<file path="src/rtl/pmp_facade_pkg.sv">
package pmp_facade_pkg;
  localparam int XLEN       = 32;
  localparam int NREG       = 16;
  localparam int LANES      = 4;
  localparam int CFG_CNT    = NREG / LANES;
  localparam int CFG_IDX_W  = $clog2(CFG_CNT);
  localparam int ADDR_IDX_W = $clog2(NREG);
  localparam int LANE_W     = $clog2(LANES);
  localparam int CSR_AW     = 12;
  localparam logic [CSR_AW-1:0] CFG_BASE  = 12'h3A0;
  localparam logic [CSR_AW-1:0] ADDR_BASE = 12'h3B0;

  typedef struct packed {
    logic                  cfgSel;      // legal config CSR access
    logic                  addrSel;     // legal address CSR access
    logic                  illegal;
    logic [CFG_IDX_W-1:0]  cfgIdx;
    logic [ADDR_IDX_W-1:0] addrIdx;
    logic [LANES-1:0]      laneMask;    // shadowed lanes of the config CSR
    logic                  allMasked;
    logic                  addrFacade;  // addressed region is shadowed
    logic                  cfgCommit;
    logic                  addrCommit;
  } strobe_t;
endpackage

</file>
<file path="src/rtl/pmp_facade_ctrl.sv">
module pmp_facade_ctrl
  import pmp_facade_pkg::*;
(
  input  logic              pmpEnable,
  input  logic              mode64,
  input  logic [NREG-1:0]   regionMask,
  input  logic [CSR_AW-1:0] csrAddr,
  input  logic              csrWe,
  output strobe_t           strobe
);
  logic [CSR_AW-1:0]     cfgOff, addrOff;
  logic                  cfgHit, addrHit, badMode, illegal;
  logic [CFG_IDX_W-1:0]  cfgIdx;
  logic [ADDR_IDX_W-1:0] addrIdx;
  logic [LANES-1:0]      laneMask;

  assign cfgOff  = csrAddr - CFG_BASE;
  assign addrOff = csrAddr - ADDR_BASE;
  assign cfgHit  = (csrAddr >= CFG_BASE)  && (cfgOff  < CSR_AW'(CFG_CNT));
  assign addrHit = (csrAddr >= ADDR_BASE) && (addrOff < CSR_AW'(NREG));
  assign cfgIdx  = cfgOff[CFG_IDX_W-1:0];
  assign addrIdx = addrOff[ADDR_IDX_W-1:0];

  // region n sits in config CSR n/LANES, lane n%LANES
  for (genvar g = 0; g < LANES; g++) begin : gLane
    assign laneMask[g] = regionMask[{cfgIdx, LANE_W'(g)}];
  end

  assign badMode = mode64 && cfgIdx[0];
  assign illegal = (cfgHit || addrHit) && (!pmpEnable || (cfgHit && badMode));

  always_comb begin
    strobe            = '0;
    strobe.illegal    = illegal;
    strobe.cfgSel     = cfgHit && !illegal;
    strobe.addrSel    = addrHit && !illegal;
    strobe.cfgIdx     = cfgIdx;
    strobe.addrIdx    = addrIdx;
    strobe.laneMask   = laneMask;
    strobe.allMasked  = &laneMask;
    strobe.addrFacade = regionMask[addrIdx];
    strobe.cfgCommit  = csrWe && cfgHit && !illegal;
    strobe.addrCommit = csrWe && addrHit && !illegal;
  end
endmodule

</file>
<file path="src/rtl/pmp_facade_dp.sv">
module pmp_facade_dp
  import pmp_facade_pkg::*;
(
  input  logic                  clk,
  input  logic                  rstN,
  input  strobe_t               strobe,
  input  logic [XLEN-1:0]       csrWdata,
  output logic [XLEN-1:0]       csrRdata,
  output logic [CFG_IDX_W-1:0]  liveCfgIdx,
  output logic                  liveCfgRe,
  input  logic [XLEN-1:0]       liveCfgRdata,
  output logic                  liveCfgWe,
  output logic [XLEN-1:0]       liveCfgWdata,
  output logic [ADDR_IDX_W-1:0] liveAddrIdx,
  input  logic [XLEN-1:0]       liveAddrRdata,
  output logic                  liveAddrWe,
  output logic [XLEN-1:0]       liveAddrWdata
);
  localparam int LANE_BITS = XLEN / LANES;

  logic [XLEN-1:0] shadowCfg  [CFG_CNT];
  logic [XLEN-1:0] shadowAddr [NREG];
  logic [XLEN-1:0] byteMask, liveView, cfgView;

  for (genvar g = 0; g < LANES; g++) begin : gMask
    assign byteMask[g*LANE_BITS +: LANE_BITS] = {LANE_BITS{strobe.laneMask[g]}};
  end

  // live register is not touched when every lane is shadowed
  assign liveView = strobe.allMasked ? '0 : (liveCfgRdata & ~byteMask);
  assign cfgView  = liveView | (shadowCfg[strobe.cfgIdx] & byteMask);

  always_comb begin
    if (strobe.cfgSel)       csrRdata = cfgView;
    else if (strobe.addrSel) csrRdata = strobe.addrFacade ? shadowAddr[strobe.addrIdx]
                                                          : liveAddrRdata;
    else                     csrRdata = '0;
  end

  assign liveCfgIdx    = strobe.cfgIdx;
  assign liveCfgRe     = strobe.cfgSel && !strobe.allMasked;
  assign liveCfgWe     = strobe.cfgCommit && !strobe.allMasked;
  assign liveCfgWdata  = (liveCfgRdata & byteMask) | (csrWdata & ~byteMask);
  assign liveAddrIdx   = strobe.addrIdx;
  assign liveAddrWe    = strobe.addrCommit && !strobe.addrFacade;
  assign liveAddrWdata = csrWdata;

  always_ff @(posedge clk or negedge rstN) begin
    if (!rstN) begin
      for (int i = 0; i < CFG_CNT; i++) shadowCfg[i] <= '0;
      for (int i = 0; i < NREG; i++)    shadowAddr[i] <= '0;
    end else begin
      if (strobe.cfgCommit) shadowCfg[strobe.cfgIdx] <= csrWdata;
      if (strobe.addrCommit && strobe.addrFacade) shadowAddr[strobe.addrIdx] <= csrWdata;
    end
  end
endmodule

</file>
<file path="src/rtl/pmp_facade_unit.sv">
module pmp_facade_unit
  import pmp_facade_pkg::*;
(
  input  logic                  clk,
  input  logic                  rstN,
  input  logic                  pmpEnable,
  input  logic                  mode64,
  input  logic [NREG-1:0]       regionMask,
  input  logic [CSR_AW-1:0]     csrAddr,
  input  logic [XLEN-1:0]       csrWdata,
  input  logic                  csrWe,
  output logic [XLEN-1:0]       csrRdata,
  output logic                  csrIllegal,
  output logic [CFG_IDX_W-1:0]  liveCfgIdx,
  output logic                  liveCfgRe,
  input  logic [XLEN-1:0]       liveCfgRdata,
  output logic                  liveCfgWe,
  output logic [XLEN-1:0]       liveCfgWdata,
  output logic [ADDR_IDX_W-1:0] liveAddrIdx,
  input  logic [XLEN-1:0]       liveAddrRdata,
  output logic                  liveAddrWe,
  output logic [XLEN-1:0]       liveAddrWdata
);
  strobe_t strobe;

  pmp_facade_ctrl u_ctrl (
    .pmpEnable (pmpEnable),
    .mode64    (mode64),
    .regionMask(regionMask),
    .csrAddr   (csrAddr),
    .csrWe     (csrWe),
    .strobe    (strobe)
  );

  pmp_facade_dp u_dp (
    .clk          (clk),
    .rstN         (rstN),
    .strobe       (strobe),
    .csrWdata     (csrWdata),
    .csrRdata     (csrRdata),
    .liveCfgIdx   (liveCfgIdx),
    .liveCfgRe    (liveCfgRe),
    .liveCfgRdata (liveCfgRdata),
    .liveCfgWe    (liveCfgWe),
    .liveCfgWdata (liveCfgWdata),
    .liveAddrIdx  (liveAddrIdx),
    .liveAddrRdata(liveAddrRdata),
    .liveAddrWe   (liveAddrWe),
    .liveAddrWdata(liveAddrWdata)
  );

  assign csrIllegal = strobe.illegal;
endmodule

</file>
<file path="config.mk">
export PLATFORM = sky130hd
export DESIGN_NAME = pmp_facade_unit
export DESIGN_NICKNAME = d
export VERILOG_FILES = /design/src/rtl/pmp_facade_pkg.sv /design/src/rtl/pmp_facade_ctrl.sv /design/src/rtl/pmp_facade_dp.sv /design/src/rtl/pmp_facade_unit.sv
export SDC_FILE = /design/constraint.sdc
export NUM_CORES = 1
export LEC_CHECK = 0
export CORE_MARGIN = 4
export CORE_UTILIZATION = 45
export DETAILED_ROUTE_END_ITERATION = 16
export DONT_BUFFER_PORTS = 1
export RECOVER_POWER = 50
export SYNTH_ARGS = -nofsm -noshare
export SYNTH_HDL_FRONTEND = slang
export SYNTH_SLANG_ARGS = --single-unit
</file>
<file path="constraint.sdc">
create_clock -name clk -period 2.1 [get_ports clk]
set_input_delay 0.105 -clock clk [delete_from_list [all_inputs] [get_ports clk]]
set_output_delay 0.105 -clock clk [all_outputs]
set_load 0.01 [all_outputs]
</file>
==> Yosys cells after proc, flatten, opt, wreduce, memory -nomap -nowiden <==
Cells that the tools add are included.
{ "word_totals": {"reg_bits": 640, "input_bits": 129, "out_inout_bits": 106, "word_cells": 94} }
{ "classes": {"add_sub_neg": 2, "magnitude_cmp": 13, "n_mux": 26, "bitwise": 9, "n_reduce_logical": 24} }
{ "ops": {"columns": ["cell", "count"], "rows": [
  ["$bwmux 512", 1],
  ["$mux 32", 10],
  ["$and 32x32->32", 4],
  ["$bmux 32 s4", 1],
  ["$bwmux 128", 1],
  ["$demux 32 s4", 1],
  ["$bmux 32 s2", 1],
  ["$demux 32 s2", 1],
  ["$or 32x32->32", 2],
  ["$not 32->32", 1],
  ["$lt 4x5->1 const B", 5],
  ["$ge 12x10->1 const B", 2],
  ["$sub 12x10->12 const B", 2],
  ["$logic_and 1x1->1", 17],
  ["$lt 12x3->1 const B", 1],
  ["$lt 12x5->1 const B", 1],
  ["$bmux 1 s2", 4],
  ["$ge 5x5->1 const B", 1],
  ["$lt 5x1->1 const B", 1],
  ["$mux 1", 5],
  ["$not 4->5", 1],
  ["$bmux 1 s4", 1],
  ["$logic_not 1->1", 4],
  ["$reduce_and 4->1", 1],
  ["4 further kinds", 5]
]} }

==> Depth between registers and ports, before layout <==
{ "logic_depth": {"word_depth": 10, "mapped_depth": 10} }

==> Cells and area by module <==
A second synthesis with hierarchy kept.
{ "hier_totals": {"hier_cells": 2349, "hier_area_um2": 31285.0} }
{ "by_module_without_submodules": {"columns": ["module", "instances", "cells_per_inst", "area_per_inst_um2", "seq_area_each_um2"], "rows": [
  ["pmp_facade_dp", 1, 2294, 30799.5, 16015.4],
  ["pmp_facade_ctrl", 1, 55, 485.5, 0.0]
]} }

==> Worst setup path before layout <==
Ideal clock, no wire load.
{ "synth_timing": {"path_type": "input-to-output", "from": "in csrAddr[0]", "to": "out csrRdata[20]", "arrival_time_ns": 2.131, "required_time_ns": 1.995, "setup_slack_ns": -0.136, "path_stages": 8, "path_cell_list": "buf_2 > buf_2 > buf_2 > buf_2 > mux4_2 > mux2_2 > nand2_1 > o221ai_1"} }
{ "synth_via": {"elab_chain_len": 10, "word_cells_on_any_way": 43, "cone_classes": "add/sub: 2; order compare: 4; mux: 20; bitwise: 6; reduce/logical: 11"} }
{ "synth_lines": {"columns": ["item", "line_no", "text"], "rows": [
  ["start: declaration", "pmp_facade_unit.sv:9", "input logic [CSR_AW-1:0] csrAddr,"],
  ["$sub 12x10->12", "pmp_facade_ctrl.sv:17", "assign cfgOff = csrAddr - CFG_BASE;"],
  ["$lt 12x3->1", "pmp_facade_ctrl.sv:19", "assign cfgHit = (csrAddr >= CFG_BASE) && (cfgOff < CSR_AW'(CFG_CNT));"],
  ["$logic_and 1x1->1", "pmp_facade_ctrl.sv:19", null],
  ["$logic_and 1x1->1", "pmp_facade_ctrl.sv:30", "assign illegal = (cfgHit || addrHit) && (!pmpEnable || (cfgHit && badMode));"],
  ["$logic_or 1x1->1", "pmp_facade_ctrl.sv:30", null],
  ["$logic_and 1x1->1", "pmp_facade_ctrl.sv:30", null],
  ["$logic_not 1->1", "pmp_facade_ctrl.sv:35, pmp_facade_ctrl.sv:36", null],
  ["$logic_and 1x1->1", "pmp_facade_ctrl.sv:36", "strobe.addrSel = addrHit && !illegal;"],
  ["$mux 32", "pmp_facade_dp.sv:35", "else if (strobe.addrSel) csrRdata = strobe.addrFacade ? shadowAddr[strobe.addrIdx]"],
  ["$mux 32 *", "pmp_facade_dp.sv:34", "if (strobe.cfgSel) csrRdata = cfgView;"],
  ["end: declaration", "pmp_facade_unit.sv:12", "output logic [XLEN-1:0] csrRdata,"]
]} }
Every way passes the cells marked *; elsewhere a longest branch is shown, timed or not. The select of a mux whose other input is x is not followed.

==> Worst setup path in the final report <==
{ "layout_timing": {"from": "reg u_dp.shadowAddr[187] in the netlist's numbering", "to": "out csrRdata[27]"} }
{ "layout_via": {"elab_chain_len": 6} }
{ "layout_lines": {"columns": ["item", "line_no", "text"], "rows": [
  ["start: declaration", "pmp_facade_dp.sv:22", "logic [XLEN-1:0] shadowAddr [NREG];"],
  ["start signal: indexed assignment", "pmp_facade_dp.sv:54", "if (strobe.addrCommit && strobe.addrFacade) shadowAddr[strobe.addrIdx] <= csrWdata;"],
  ["$bmux 32 s4", "pmp_facade_dp.sv:35", null],
  ["$mux 32 (not written as such) (2 in series)", "pmp_facade_dp.sv:35", null],
  ["$mux 32 (2 in series)", "pmp_facade_dp.sv:35", null],
  ["$mux 32", "pmp_facade_dp.sv:34", null]
]} }
No other way between the ends. The select of a mux whose other input is x is not followed.

==> results.md <==
- CORE AREA: 0.0675 mm^2
- Critical path class: flop to output port
- PD cells: 725 mW/mm^2
- RSZ-0062 raised after global routing: yes
- Hold WC Path Type: primary input to asynchronous set/reset pin
- Initial antenna violation count: 1
- Vias: 17,400
- Average footprint of a synthesized cell: 15.6 um^2
- First-pass GRT wire length: 121 mm
- CTS tree: done
- Final worst-path cycle share: 1.19
- Critical path peak fanout: 2
- TNS Setup: -8970 ps
- Crit path largest cell delay: 480 ps
- Iteration-0 DRC Markers: 1,323
- Clock Sinks: 640
- Status: finished, violations left
- Final setup fails: 32
- DP Cell Count: 2,711
- Post-DP Area: 0.0319 mm^2
- Num CTS Buffers: 72
- Startpoint types: flop
- Tot Pwr: 25.1 mW
- Synth warn: 0
- Post-route ant nets: 0
- Min cycle time layout: 2490 ps
- Grt ovf: 0
- Pin count of the biggest net entering global routing: 641
- Final WL: 78.5 mm
- Syn Inst Count: 1,979
- GR Util All Layers: 0.216
- Largest cells by area after synthesis: dfrtp_1 (52%), mux2_2 (25%), mux4_2 (14%)
- TritonRoute pass-1 iters: 5
- Hold Fails Final Rpt: 640
- Flops & latches, synth: 640
- Hold_buf cts: 34
- Post-synth EDFFs: 0
- Initial core utilization: 0.457
- Crit path cell chain: mux4_2, mux4_2, nand4_1, o211ai_1, buf_4
- Die height: 270 um
- Clock root cell: clkbuf_16
- Setup WS pre-CTS: -245 ps
- Crit path DAT: 2390 ps
- Layout Skew: 0 ps
- Worst-margin pin slew: 1620 ps
- Worst-skew pair later-pin latency: 580 ps
- Top FF cell, synth: dfrtp_1
- FP Rows: 95
- Post-route worst setup slack: -395 ps
- CTS max path bufs: 3
- Max_cap viols: 0
- Util after Layout: 0.514
- Finished Layout Cells: 2,875
- Register area share after synthesis: 0.519
- Slew headroom: -0.0829
- Hpwl dp: 46.3 mm
- CP max stage cell: mux4_2
- Die area: 0.0728 mm^2
- Hold WS: -760 ps
- Die Wd: 270 um
- Worst-path clk slew: 60 ps
- Average wire per standard cell: 27.3 um
- Drt drc: 0
- I/O pin count: 235
- Failing checks: negative hold slack, max-slew violations, negative setup slack
- N_diodes: 0
- Fin area: 0.0347 mm^2
- Synth area leader: dfrtp_1
- GPL Wtd Cong: 0.768
- Synth top area share: 0.519
- Fraction of layout cells with a size suffix above 1: 0.582
- Final nets: 2,086
- Vias in the first global route: 18,900
- Syn nets: 2,110
- Netlist cell types: 40
- Max-slew violations: 174
- Critical path's most frequent cell: mux4_2
- Critical Path RT: 2000 ps
- Synth-to-layout area growth: 12.4%
- Crit. End Element: output port
- DR vias/cell: 6.07
- Pleak: 16.7 nW
- PortBufs: 0
- Max frequency: 401 MHz
- Post-synthesis cell area: 0.0309 mm^2
- Worst VDD drop: 0.433 mV
- Ys async rst share: 1.00
- H-tree depth: 3
[what timing repair did]
item,4_1_cts,5_1_grt
resized for setup,51,7
setup endpoints to repair,34,34
hold endpoints to repair,1280,640
buffers inserted,3,6
pin swaps,5,5
[state kept, by name (all words and copies together) (netlist names)]
signal,count
u_dp.shadowAddr,512
u_dp.shadowCfg,128
[layer usage]
metal,track usage,share of wire,vias up
li1,-,-,7334
met1,0.305,0.45,9562
met2,0.351,0.48,460
met3,0.0430,0.057,93
met4,0.0467,0.016,0
met5,0,0,-
[critical path: cells and delay by family, from the launching register on]
family                 cells  cell delay [ps]
AND/OR/NAND/NOR            1              190
buffers and inverters      1              160
multiplexers               2              950
AO/OA/AOI/OAI              1              130
flip-flops                 1              380
[Yosys cell counts, types with 2 or more instances]
cell and number:
buf_2 84, buf_1 5, mux2_2 681, buf_4 40, o221ai_1 28, nand4_4 8
mux2i_1 5, mux4_2 198, nand3_1 36, o211ai_1 4, clkbuf_1 107, nand2_1 36
and3_1 2, nor4b_1 3, inv_1 34, and2_1 2, dfrtp_1 640, nor2b_1 4
mux2_1 23, nand4_1 14, nor2_1 5, ha_1 2
[where the power goes]
part           internal (mW)  switching [mW]  leakage (nW)  total [mW]
logic                  0.424           0.491          6.68       0.914
registers               12.4          0.0128          8.94        12.4
clock network           7.04            4.82          1.10        11.9
[logic make-up after synthesis]
group | Yosys count | synth area share
compound gates | 42 | 0.0117
fa+ha+maj | 2 | 0.000811
buf+inv | 271 | 0.0415
flops | 640 | 0.519
mux | 907 | 0.403
simple gates | 117 | 0.0237
[path summary, 6_finish.rpt]
check / from / to / slack [ps] / depth (start not counted)
setup / recovery: u_dp.shadowAddr[187] / csrRdata[27] / -390 / 5
hold / removal: rstN / u_dp.shadowAddr[174] / -760 / 0
setup reg to reg: u_dp.shadowAddr[257] / u_dp.shadowAddr[257] / 1080 / 3
hold reg to reg: u_dp.shadowCfg[41] / u_dp.shadowCfg[41] / 490 / 1
max in group asynchronous: rstN / u_dp.shadowAddr[97] / 1570 / 0
min in group clk: csrWe / u_dp.shadowCfg[117] / 30 / 3
[layout by cell type (no fill, tap or decap), drive strengths merged, types with 2 or more instances in the layout]
cell / Yosys / final
and2: 2 / 2
and3: 2 / 2
buf: 130 / 105
clkbuf: 107 / 107
clkinv: 0 / 13
dfrtp: 640 / 640
dlygate4sd3: 0 / 34
ha: 2 / 2
inv: 34 / 34
mux2: 704 / 704
mux2i: 5 / 5
mux4: 198 / 198
nand2: 36 / 36
nand3: 36 / 36
nand4: 22 / 22
nor2: 7 / 7
nor2b: 4 / 4
nor3: 2 / 2
nor4b: 3 / 3
o211ai: 4 / 4
o221ai: 28 / 28
[cell type report]
type	count	area, um^2
fill	5650	32800
sequential	640	16000
multi-input combinational	1068	13800
clock buffer	107	2110
timing repair buffer	139	1410
tap	873	1090
inverter	34	128
clock inverter	14	95.1
No activity file was read; power rests on OpenSTA's default activity.
